<file path="src/rtl/ccr_pkg.sv">
package ccr_pkg;
  localparam int IDX_W  = 7;
  localparam int DATA_W = 16;
  localparam int NSLOT  = 8;
  localparam int SLOT_W = $clog2(NSLOT);

  localparam int S_MST   = 0;
  localparam int S_HP    = 1;
  localparam int S_BEEP  = 2;
  localparam int S_PHONE = 3;
  localparam int S_MIC   = 4;
  localparam int S_LINE  = 5;
  localparam int S_CD    = 6;
  localparam int S_LINK  = 7;

  localparam int MUTE_BIT  = 15;
  localparam int BOOST_BIT = 6;

  typedef struct packed {
    logic              hit;
    logic [SLOT_W-1:0] slot;
  } slot_sel_t;

  function automatic logic [IDX_W-1:0] slot_index(int s);
    case (s)
      S_MST:   return 7'h02;
      S_HP:    return 7'h04;
      S_BEEP:  return 7'h0A;
      S_PHONE: return 7'h0C;
      S_MIC:   return 7'h0E;
      S_LINE:  return 7'h10;
      S_CD:    return 7'h12;
      default: return 7'h74;
    endcase
  endfunction

  function automatic logic [DATA_W-1:0] slot_default(int s);
    case (s)
      S_MST, S_HP:    return 16'h8000;
      S_BEEP:         return 16'h0000;
      S_PHONE, S_MIC: return 16'h8008;
      S_LINE, S_CD:   return 16'h8808;
      default:        return 16'h0000;
    endcase
  endfunction

  function automatic logic [DATA_W-1:0] slot_mask(int s);
    case (s)
      S_MST, S_HP:  return 16'hBF3F;
      S_BEEP:       return 16'h801E;
      S_PHONE:      return 16'h801F;
      S_MIC:        return 16'h805F;
      S_LINE, S_CD: return 16'h9F1F;
      default:      return 16'hFFFF;
    endcase
  endfunction
endpackage

</file>
<file path="src/rtl/ccr_decode.sv">
module ccr_decode
  import ccr_pkg::*;
(
  input  logic [IDX_W-1:0] idx,
  output slot_sel_t        sel,
  output logic             is_id
);
  logic [NSLOT-1:0] match;

  for (genvar s = 0; s < NSLOT; s++) begin : g_match
    localparam logic [IDX_W-1:0] BASE = slot_index(s);
    assign match[s] = (idx[IDX_W-1:1] == BASE[IDX_W-1:1]);
  end

  always_comb begin
    sel = '0;
    for (int s = 0; s < NSLOT; s++) begin
      if (match[s]) begin
        sel.hit  = 1'b1;
        sel.slot = SLOT_W'(s);
      end
    end
  end

  assign is_id = (idx[IDX_W-1:1] == '0);
endmodule

</file>
<file path="src/rtl/ccr_regfile.sv">
module ccr_regfile
  import ccr_pkg::*;
#(
  parameter logic [9:0] CAP_ID   = 10'h040,
  parameter logic [4:0] ENH_CODE = 5'h0D
) (
  input  logic                          clk,
  input  logic                          rst,
  input  logic                          we,
  input  logic                          re,
  input  logic [DATA_W-1:0]             wdata,
  input  slot_sel_t                     sel,
  input  logic                          is_id,
  output logic [NSLOT-1:0][DATA_W-1:0]  words,
  output logic [DATA_W-1:0]             rd_data,
  output logic                          rd_valid
);
  localparam logic [DATA_W-1:0] ID_WORD = {1'b0, ENH_CODE, CAP_ID};

  logic soft_rst;
  assign soft_rst = we & is_id;

  for (genvar s = 0; s < NSLOT; s++) begin : g_slot
    localparam logic [DATA_W-1:0] DEF  = slot_default(s);
    localparam logic [DATA_W-1:0] MASK = slot_mask(s);
    logic wr_hit;
    assign wr_hit = we & sel.hit & (sel.slot == SLOT_W'(s));

    if (s == S_LINK) begin : g_keep
      always_ff @(posedge clk) begin
        if (rst)         words[s] <= DEF;
        else if (wr_hit) words[s] <= wdata & MASK;
      end
    end else begin : g_soft
      always_ff @(posedge clk) begin
        if (rst)           words[s] <= DEF;
        else if (wr_hit)   words[s] <= wdata & MASK;
        else if (soft_rst) words[s] <= DEF;
      end
    end
  end

  always_ff @(posedge clk) begin
    if (rst) begin
      rd_data  <= '0;
      rd_valid <= 1'b0;
    end else begin
      rd_valid <= re;
      if (re) begin
        if (is_id)        rd_data <= ID_WORD;
        else if (sel.hit) rd_data <= words[sel.slot];
        else              rd_data <= '0;
      end
    end
  end
endmodule

</file>
<file path="src/rtl/ccr_vol_map.sv">
module ccr_vol_map
  import ccr_pkg::*;
(
  input  logic                         clk,
  input  logic                         rst,
  input  logic [NSLOT-1:0][DATA_W-1:0] words,
  output logic [6:0]                   out_mst_l,
  output logic [6:0]                   out_mst_r,
  output logic [6:0]                   out_hp_l,
  output logic [6:0]                   out_hp_r,
  output logic [4:0]                   out_beep,
  output logic [5:0]                   out_phone,
  output logic [5:0]                   out_mic,
  output logic                         out_mic_boost,
  output logic [5:0]                   out_line_l,
  output logic [5:0]                   out_line_r,
  output logic [5:0]                   out_cd_l,
  output logic [5:0]                   out_cd_r,
  output logic [DATA_W-1:0]            out_link_cfg
);
  logic [NSLOT-1:0][DATA_W-1:0] src;

  always_comb begin
    for (int s = 0; s < NSLOT; s++)
      src[s] = rst ? slot_default(s) : words[s];
  end

  function automatic logic [6:0] fold6(logic m, logic [5:0] c);
    return m ? 7'h7F : {1'b0, c};
  endfunction
  function automatic logic [5:0] fold5(logic m, logic [4:0] c);
    return m ? 6'h3F : {1'b0, c};
  endfunction
  function automatic logic [4:0] fold4(logic m, logic [3:0] c);
    return m ? 5'h1F : {1'b0, c};
  endfunction

  always_ff @(posedge clk) begin
    out_mst_l     <= fold6(src[S_MST][MUTE_BIT], src[S_MST][13:8]);
    out_mst_r     <= fold6(src[S_MST][MUTE_BIT], src[S_MST][5:0]);
    out_hp_l      <= fold6(src[S_HP][MUTE_BIT], src[S_HP][13:8]);
    out_hp_r      <= fold6(src[S_HP][MUTE_BIT], src[S_HP][5:0]);
    out_beep      <= fold4(src[S_BEEP][MUTE_BIT], src[S_BEEP][4:1]);
    out_phone     <= fold5(src[S_PHONE][MUTE_BIT], src[S_PHONE][4:0]);
    out_mic       <= fold5(src[S_MIC][MUTE_BIT], src[S_MIC][4:0]);
    out_mic_boost <= src[S_MIC][BOOST_BIT];
    out_line_l    <= fold5(src[S_LINE][MUTE_BIT], src[S_LINE][12:8]);
    out_line_r    <= fold5(src[S_LINE][MUTE_BIT], src[S_LINE][4:0]);
    out_cd_l      <= fold5(src[S_CD][MUTE_BIT], src[S_CD][12:8]);
    out_cd_r      <= fold5(src[S_CD][MUTE_BIT], src[S_CD][4:0]);
    out_link_cfg  <= src[S_LINK];
  end
endmodule

</file>
<file path="src/rtl/ccr_bank.sv">
module ccr_bank
  import ccr_pkg::*;
#(
  parameter logic [9:0] CAP_ID   = 10'h040,
  parameter logic [4:0] ENH_CODE = 5'h0D
) (
  input  logic              clk,
  input  logic              rst,
  input  logic [IDX_W-1:0]  host_idx,
  input  logic [DATA_W-1:0] host_wdata,
  input  logic              host_we,
  input  logic              host_re,
  output logic [DATA_W-1:0] rd_data,
  output logic              rd_valid,
  output logic [6:0]        out_mst_l,
  output logic [6:0]        out_mst_r,
  output logic [6:0]        out_hp_l,
  output logic [6:0]        out_hp_r,
  output logic [4:0]        out_beep,
  output logic [5:0]        out_phone,
  output logic [5:0]        out_mic,
  output logic              out_mic_boost,
  output logic [5:0]        out_line_l,
  output logic [5:0]        out_line_r,
  output logic [5:0]        out_cd_l,
  output logic [5:0]        out_cd_r,
  output logic [DATA_W-1:0] out_link_cfg
);
  slot_sel_t                    sel;
  logic                         is_id;
  logic [NSLOT-1:0][DATA_W-1:0] words;

  ccr_decode u_dec (
    .idx   (host_idx),
    .sel   (sel),
    .is_id (is_id)
  );

  ccr_regfile #(.CAP_ID(CAP_ID), .ENH_CODE(ENH_CODE)) u_rf (
    .clk      (clk),
    .rst      (rst),
    .we       (host_we),
    .re       (host_re),
    .wdata    (host_wdata),
    .sel      (sel),
    .is_id    (is_id),
    .words    (words),
    .rd_data  (rd_data),
    .rd_valid (rd_valid)
  );

  ccr_vol_map u_map (
    .clk           (clk),
    .rst           (rst),
    .words         (words),
    .out_mst_l     (out_mst_l),
    .out_mst_r     (out_mst_r),
    .out_hp_l      (out_hp_l),
    .out_hp_r      (out_hp_r),
    .out_beep      (out_beep),
    .out_phone     (out_phone),
    .out_mic       (out_mic),
    .out_mic_boost (out_mic_boost),
    .out_line_l    (out_line_l),
    .out_line_r    (out_line_r),
    .out_cd_l      (out_cd_l),
    .out_cd_r      (out_cd_r),
    .out_link_cfg  (out_link_cfg)
  );
endmodule

</file>
<file path="config.mk">
export PLATFORM = sky130hd
export DESIGN_NAME = ccr_bank
export DESIGN_NICKNAME = d
export VERILOG_FILES = /design/src/rtl/ccr_pkg.sv /design/src/rtl/ccr_decode.sv /design/src/rtl/ccr_regfile.sv /design/src/rtl/ccr_vol_map.sv /design/src/rtl/ccr_bank.sv
export SDC_FILE = /design/constraint.sdc
export NUM_CORES = 1
export LEC_CHECK = 0
export BUFFER_PORTS_ARGS = -buffer_cell sky130_fd_sc_hd__buf_4
export CORE_AREA = 2 2 164 86
export DETAILED_ROUTE_END_ITERATION = 7
export DIE_AREA = 0 0 166 88
export PLACE_DENSITY_LB_ADDON = 0.2
export SLEW_MARGIN = 20
export SYNTH_ARGS = -nofsm -noshare
export SYNTH_HDL_FRONTEND = slang
export SYNTH_SLANG_ARGS = --single-unit
</file>
<file path="constraint.sdc">
create_clock -name clk -period 2.7 [get_ports clk]
set_clock_uncertainty 0.2 [all_clocks]
set_input_delay 0.405 -clock clk [delete_from_list [all_inputs] [get_ports clk]]
set_output_delay 0.405 -clock clk [all_outputs]
set_load 0.01 [all_outputs]
</file>
* Word level (Yosys, flattened, before mapping)
Cells that the tools add are included.
Storage, ports and cells: bits in registers 185, input bits 27, output and inout port bits 103, logic and storage cells 111
Cells by class: magnitude comparators 1, eq/ne operators 15, muxes and demuxes 42, bitwise logic cells 10, reduce and logical (&&, ||, !) cells 9
Operators by type and width (count):
- 2-to-1 mux 16 bit | 22
- binary-select mux 16 bit (select 3 bit) | 1
- 2-to-1 mux 6 bit | 6
- 2-to-1 mux 4 bit | 8
- 2-to-1 mux 7 bit | 4
- equality test 6 x 3 -> 1 bit, second input constant | 3
- nonzero test 2 bit | 7
- equality test 3 bit, second input constant | 4
- equality test 6 x 4 -> 1 bit, second input constant | 2
- AND 1 bit | 10
- equality test 3 x 2 -> 1 bit, second input constant | 2
- equality test 6 x 1 -> 1 bit, second input constant | 1
- equality test 6 x 2 -> 1 bit, second input constant | 1
- equality test 6 bit, second input constant | 1
- logical NOT 6 bit | 1
- 2-to-1 mux 5 bit | 1
- less-than comparator 3 x 4 -> 1 bit, second input constant | 1
- equality test 3 x 1 -> 1 bit, second input constant | 1
- logical NOT 3 bit | 1

* Logic depth before layout (Yosys ltp)
depth in word-level cells 13, depth in mapped cells 8, gate-level depth less buffers 6

* By module
Synthesis repeated with hierarchy kept, for this count alone.
Second synthesis, totals: cell total of the unflattened synthesis 783, area total of the unflattened synthesis 7377.1 um2
Modules (own cells, without submodules):
- ccr_regfile | instances 1, cells each 577, area an instance 4895.9 um2, sequential area each 1981.9 um2
- ccr_vol_map | instances 1, cells each 181, area an instance 2308.5 um2, sequential area each 1641.6 um2
- ccr_decode | instances 1, cells each 25, area an instance 172.7 um2, sequential area each 0.0 um2

* Worst setup path after synthesis
OpenSTA, ideal clock, no wires.
path type input to register, start point in host_idx[4], end point reg u_rf.words[112] (netlist name), library setup time 128 ps, arrival time 1799 ps, data required time 2372 ps, slack 573 ps, cell stages on the path 7, path buffers 2, cells stage by stage buf_4 > nand2b_1 > o31ai_4 > nand4_4 > buf_4 > mux2i_1 > nor2_1
Between the ends: cells in the longest elaborated chain, start to end 11, elaborated cells between the ends (all ways) 19, classes of those cells 9 x eq/ne; 8 x mux; 2 x bitwise
Ends and longest elaborated chain:
- start: declaration | line ccr_bank.sv:9 | input logic [IDX_W-1:0] host_idx,
- equality test 6 x 1 -> 1 bit | line ccr_decode.sv:12 | assign match[s] = (idx[IDX_W-1:1] == BASE[IDX_W-1:1]);
- 2-to-1 mux 4 bit (7 in a row) | line ccr_decode.sv:18 | if (match[s]) begin
- 2-to-1 mux 4 bit (*) | line ccr_decode.sv:18
- AND 1 bit | line ccr_regfile.sv:27 | assign wr_hit = we & sel.hit & (sel.slot == SLOT_W'(s));
- AND 1 bit (*) | line ccr_regfile.sv:27
- end signal: indexed assignment | line ccr_regfile.sv:32 | else if (wr_hit) words[s] <= wdata & MASK;
- end: declaration | line ccr_regfile.sv:14 | output logic [NSLOT-1:0][DATA_W-1:0] words,
Mark *: on every way between the ends. The rest lies on a longest branch, timed or not. A chain may end at the register's enable or synchronous reset.

* Worst setup path after layout
start point in host_idx[6], end point reg u_rf.words[95] (netlist name)
Between the ends: cells in the longest elaborated chain, start to end 12, elaborated cells between the ends (all ways) 23, classes of those cells 9 x eq/ne; 9 x mux; 3 x bitwise; 2 x reduce/logical
Ends and longest elaborated chain:
- equality test 6 x 1 -> 1 bit | line ccr_decode.sv:12
- 2-to-1 mux 4 bit (8 in a row) | line ccr_decode.sv:18
- AND 1 bit (2 in a row) | line ccr_regfile.sv:27
- 2-to-1 mux 16 bit or nonzero test 2 bit (tied branches)
- end signal: indexed assignment | line ccr_regfile.sv:37 | else if (wr_hit) words[s] <= wdata & MASK;
Parallel ways exist; a longest one is shown, timed or not.

==> metrics.txt <==
status finished clean; Mapped Area between 6000 and 7000 um^2; crit-path cells buf_4, or2_4, o31ai_4, buf_4, and3_1, buf_4, nor3_1, a21oi_1; Crit path top cell by count buf_4; post-synth top area cell dfxtp_1; min cycle time layout roughly 2.1 ns; worst vdd ir between 0.2 and 0.3 mV; initial antenna violation count 0; fill count roughly 1.1k; Detail Route Antenna Nets 0; critical path startpoint category input port; Design Area, Final 8383 um^2; Fmax 0.4766 GHz; share of cells above drive strength 1 25.24%; Synth async-reset ratio 0%; Cell variety after synth 56; worst path required time 2.84 ns; H-tree lvl count 4; P_leak approximately 0.0034 uW; slew at the pin closest to its max-slew limit slightly below 0.9 ns; Ports 130; critical path launch point host_idx[6]; WS Path Type in2reg; synth warn 0; worst r2r path cells 4; Crit path arrival time 2.23 ns; area grow syn2layout 25.54%; Avg Inst Size Synth roughly 9.5 um^2; CTS buffer count 17; Hold Path Origin host_wdata[14]; vias in the first global route between 5k and 6k; global-route wire length before repair roughly 29 mm; DR vias/cell 5.750; maxcap violations 0; hold path depth 3; Seq/Total Area, Yosys between 50 and 60%; WL per Instance around 19 um; Setup Fix Bufs, Post-CTS 0; CP Capture Type register; r2r startpoint u_rf.words[111]; final core area utilization 63.63%; reg2reg setup slack slightly above 1 ns; Routed Wire Length between 15 and 20 mm; # placed instances roughly 980; fin nets about 850; largest net degree at the start of global routing between 100 and 150; remaining global-route overflow 0; final worst-path cycle share approximately 80%; die width 166 um; Ant. Diodes 0; Die Span Y approximately 90 um; pwr/cell area about 650 nW/um^2; Finished Layout Cells approximately 1.0k; min-delay worst type in2reg; CTS Root Buffer Type clkbuf_16; Placed Area around 7800 um^2; First-pass DRT Iterations 6; RSZ-0062 raised after global routing false; Post-synth EDFFs 0; dominant synthesized flop cell dfxtp_1; DRT iter0 DRCs 513; crit-path max FO 14; Placer Congestion approximately 0.9; syn_nets approximately 730; hold buffer count at CTS 0; CTS tree yes; CTS sink cnt approximately 180; number of hold violations in the final report 0; Worst-path clk slew 0.07 ns; most common cell after layout, fill and taps aside dfxtp_1; critical path's slowest cell o31ai_4; leading cell types in the layout, fill and taps excluded dfxtp_1 (181), buf_4 (152), nor2_1 (66); DRC 0; final setup violation count 0; I/O Buffers around 130; row count 30; setup_tns 0 ns; core area 13180 um^2; Seq cells post-synth 181; area share of the largest cell type after synthesis roughly 54%; top post-synthesis cells by area dfxtp_1 (54%), or3_1 (5.2%), a21oi_1 (4.5%), nor2_1 (3.7%), mux2i_1 (2.8%); Power Total roughly 5500 uW; DPL Wire Length about 13 mm; Mapped Cells slightly above 700; Initial Util 50.68%; DIE AREA between 10000 and 15000 um^2; Total Routing Usage GR 25.68%; Reg-to-Reg End u_rf.rd_data[15]; vias post-DR 5796; Critical Path Max Stage Delay approximately 0.50 ns; Slew HR 41.91%; Skew-Pair Late Insertion Delay ~0.42 ns; clk buf depth 2; max-slew violations 0; Gates resized, CTS repair 0; hold path endpoint u_rf.words[126]
[how the worst max path moves through the flow]
stage / end / slack [ns] / depth (start not counted)
final: u_rf.words[95] / 0.60 / 8
after global routing: u_rf.rd_data[9] / 0.53 / 7
after CTS: u_rf.rd_data[9] / 0.66 / 7
after detailed placement: u_rf.words[95] / 0.25 / 9
after global placement: u_rf.words[90] / 0.30 / 7
after floorplan: u_rf.words[112] / 0.57 / 7
[logic make-up after synthesis]
kind of cell	synth area share, %
and+or+nand+nor	23.52
DFF	54.26
AOI/OAI and AO/OA	13.75
buffers and inverters	4.384
muxes	3.691
xor gates and xnor gates	0.3936
[critical path, delay by kind of cell]
family          cells  cell delay (ns)
simple gates        3             0.55
compound gates      2             0.65
buf+inv             3             0.61
[cells in the mapped netlist (7+ instances only)]
cell type,count
o21ai_0,12
nand3_1,37
or3_1,56
nor3_1,16
a21oi_1,60
nor2_1,66
nand2_1,49
o21ai_1,8
nor2b_1,20
mux2i_1,19
dfxtp_1,181
and3_1,17
buf_4,10
clkbuf_1,30
o221ai_1,11
or2_2,7
buf_2,15
o22a_1,10
[where the power goes]
part,leakage (uW),switching [uW],internal (uW)
clock network,0.000297,1060,1470
registers,0.00146,8.60,2680
logic,0.00161,149,83.9
total,0.00336,1220,4230
[state kept, by name, summed over array words and instances, names as in the netlist]
signal / cells
u_map.out_beep: 5
u_map.out_cd_l: 6
u_map.out_cd_r: 5
u_map.out_hp_l: 6
u_map.out_hp_r: 7
u_map.out_line_l: 5
u_map.out_line_r: 6
u_map.out_link_cfg: 16
u_map.out_mic: 6
u_map.out_mic_boost: 1
u_map.out_mst_l: 6
u_map.out_mst_r: 7
u_map.out_phone: 6
u_rf.rd_data: 16
u_rf.rd_valid: 1
u_rf.words: 82
[per-stage QoR]
step	setup WS (ns)	hold WS (ns)
final	0.6017	0.009330
after global placement	0.2977	0.2520
after global routing	0.5260	0.007379
after detailed placement	0.2499	0.2522
after CTS	0.6648	0.01102
after floorplan	0.5732	0.2290
[cell type report]
class | count | area, um^2 | share of cell area, %
clock inverters | 14 | 172.7 | 2.060
clock buffers | 18 | 429.2 | 5.119
well taps | 176 | 220.2 | 2.627
inverters | 4 | 15.01 | 0.1791
flip-flops and latches | 181 | 3623 | 43.22
multi-input cells | 462 | 2761 | 32.94
repair buffers | 153 | 1161 | 13.85
[routing by layer]
metal,global-route usage [%],routed length [um]
met1,36.12,8553
met2,39.23,8074
met3,6.688,1836
met4,7.668,264
met5,0,0
Power figures use the tool's default switching activity.
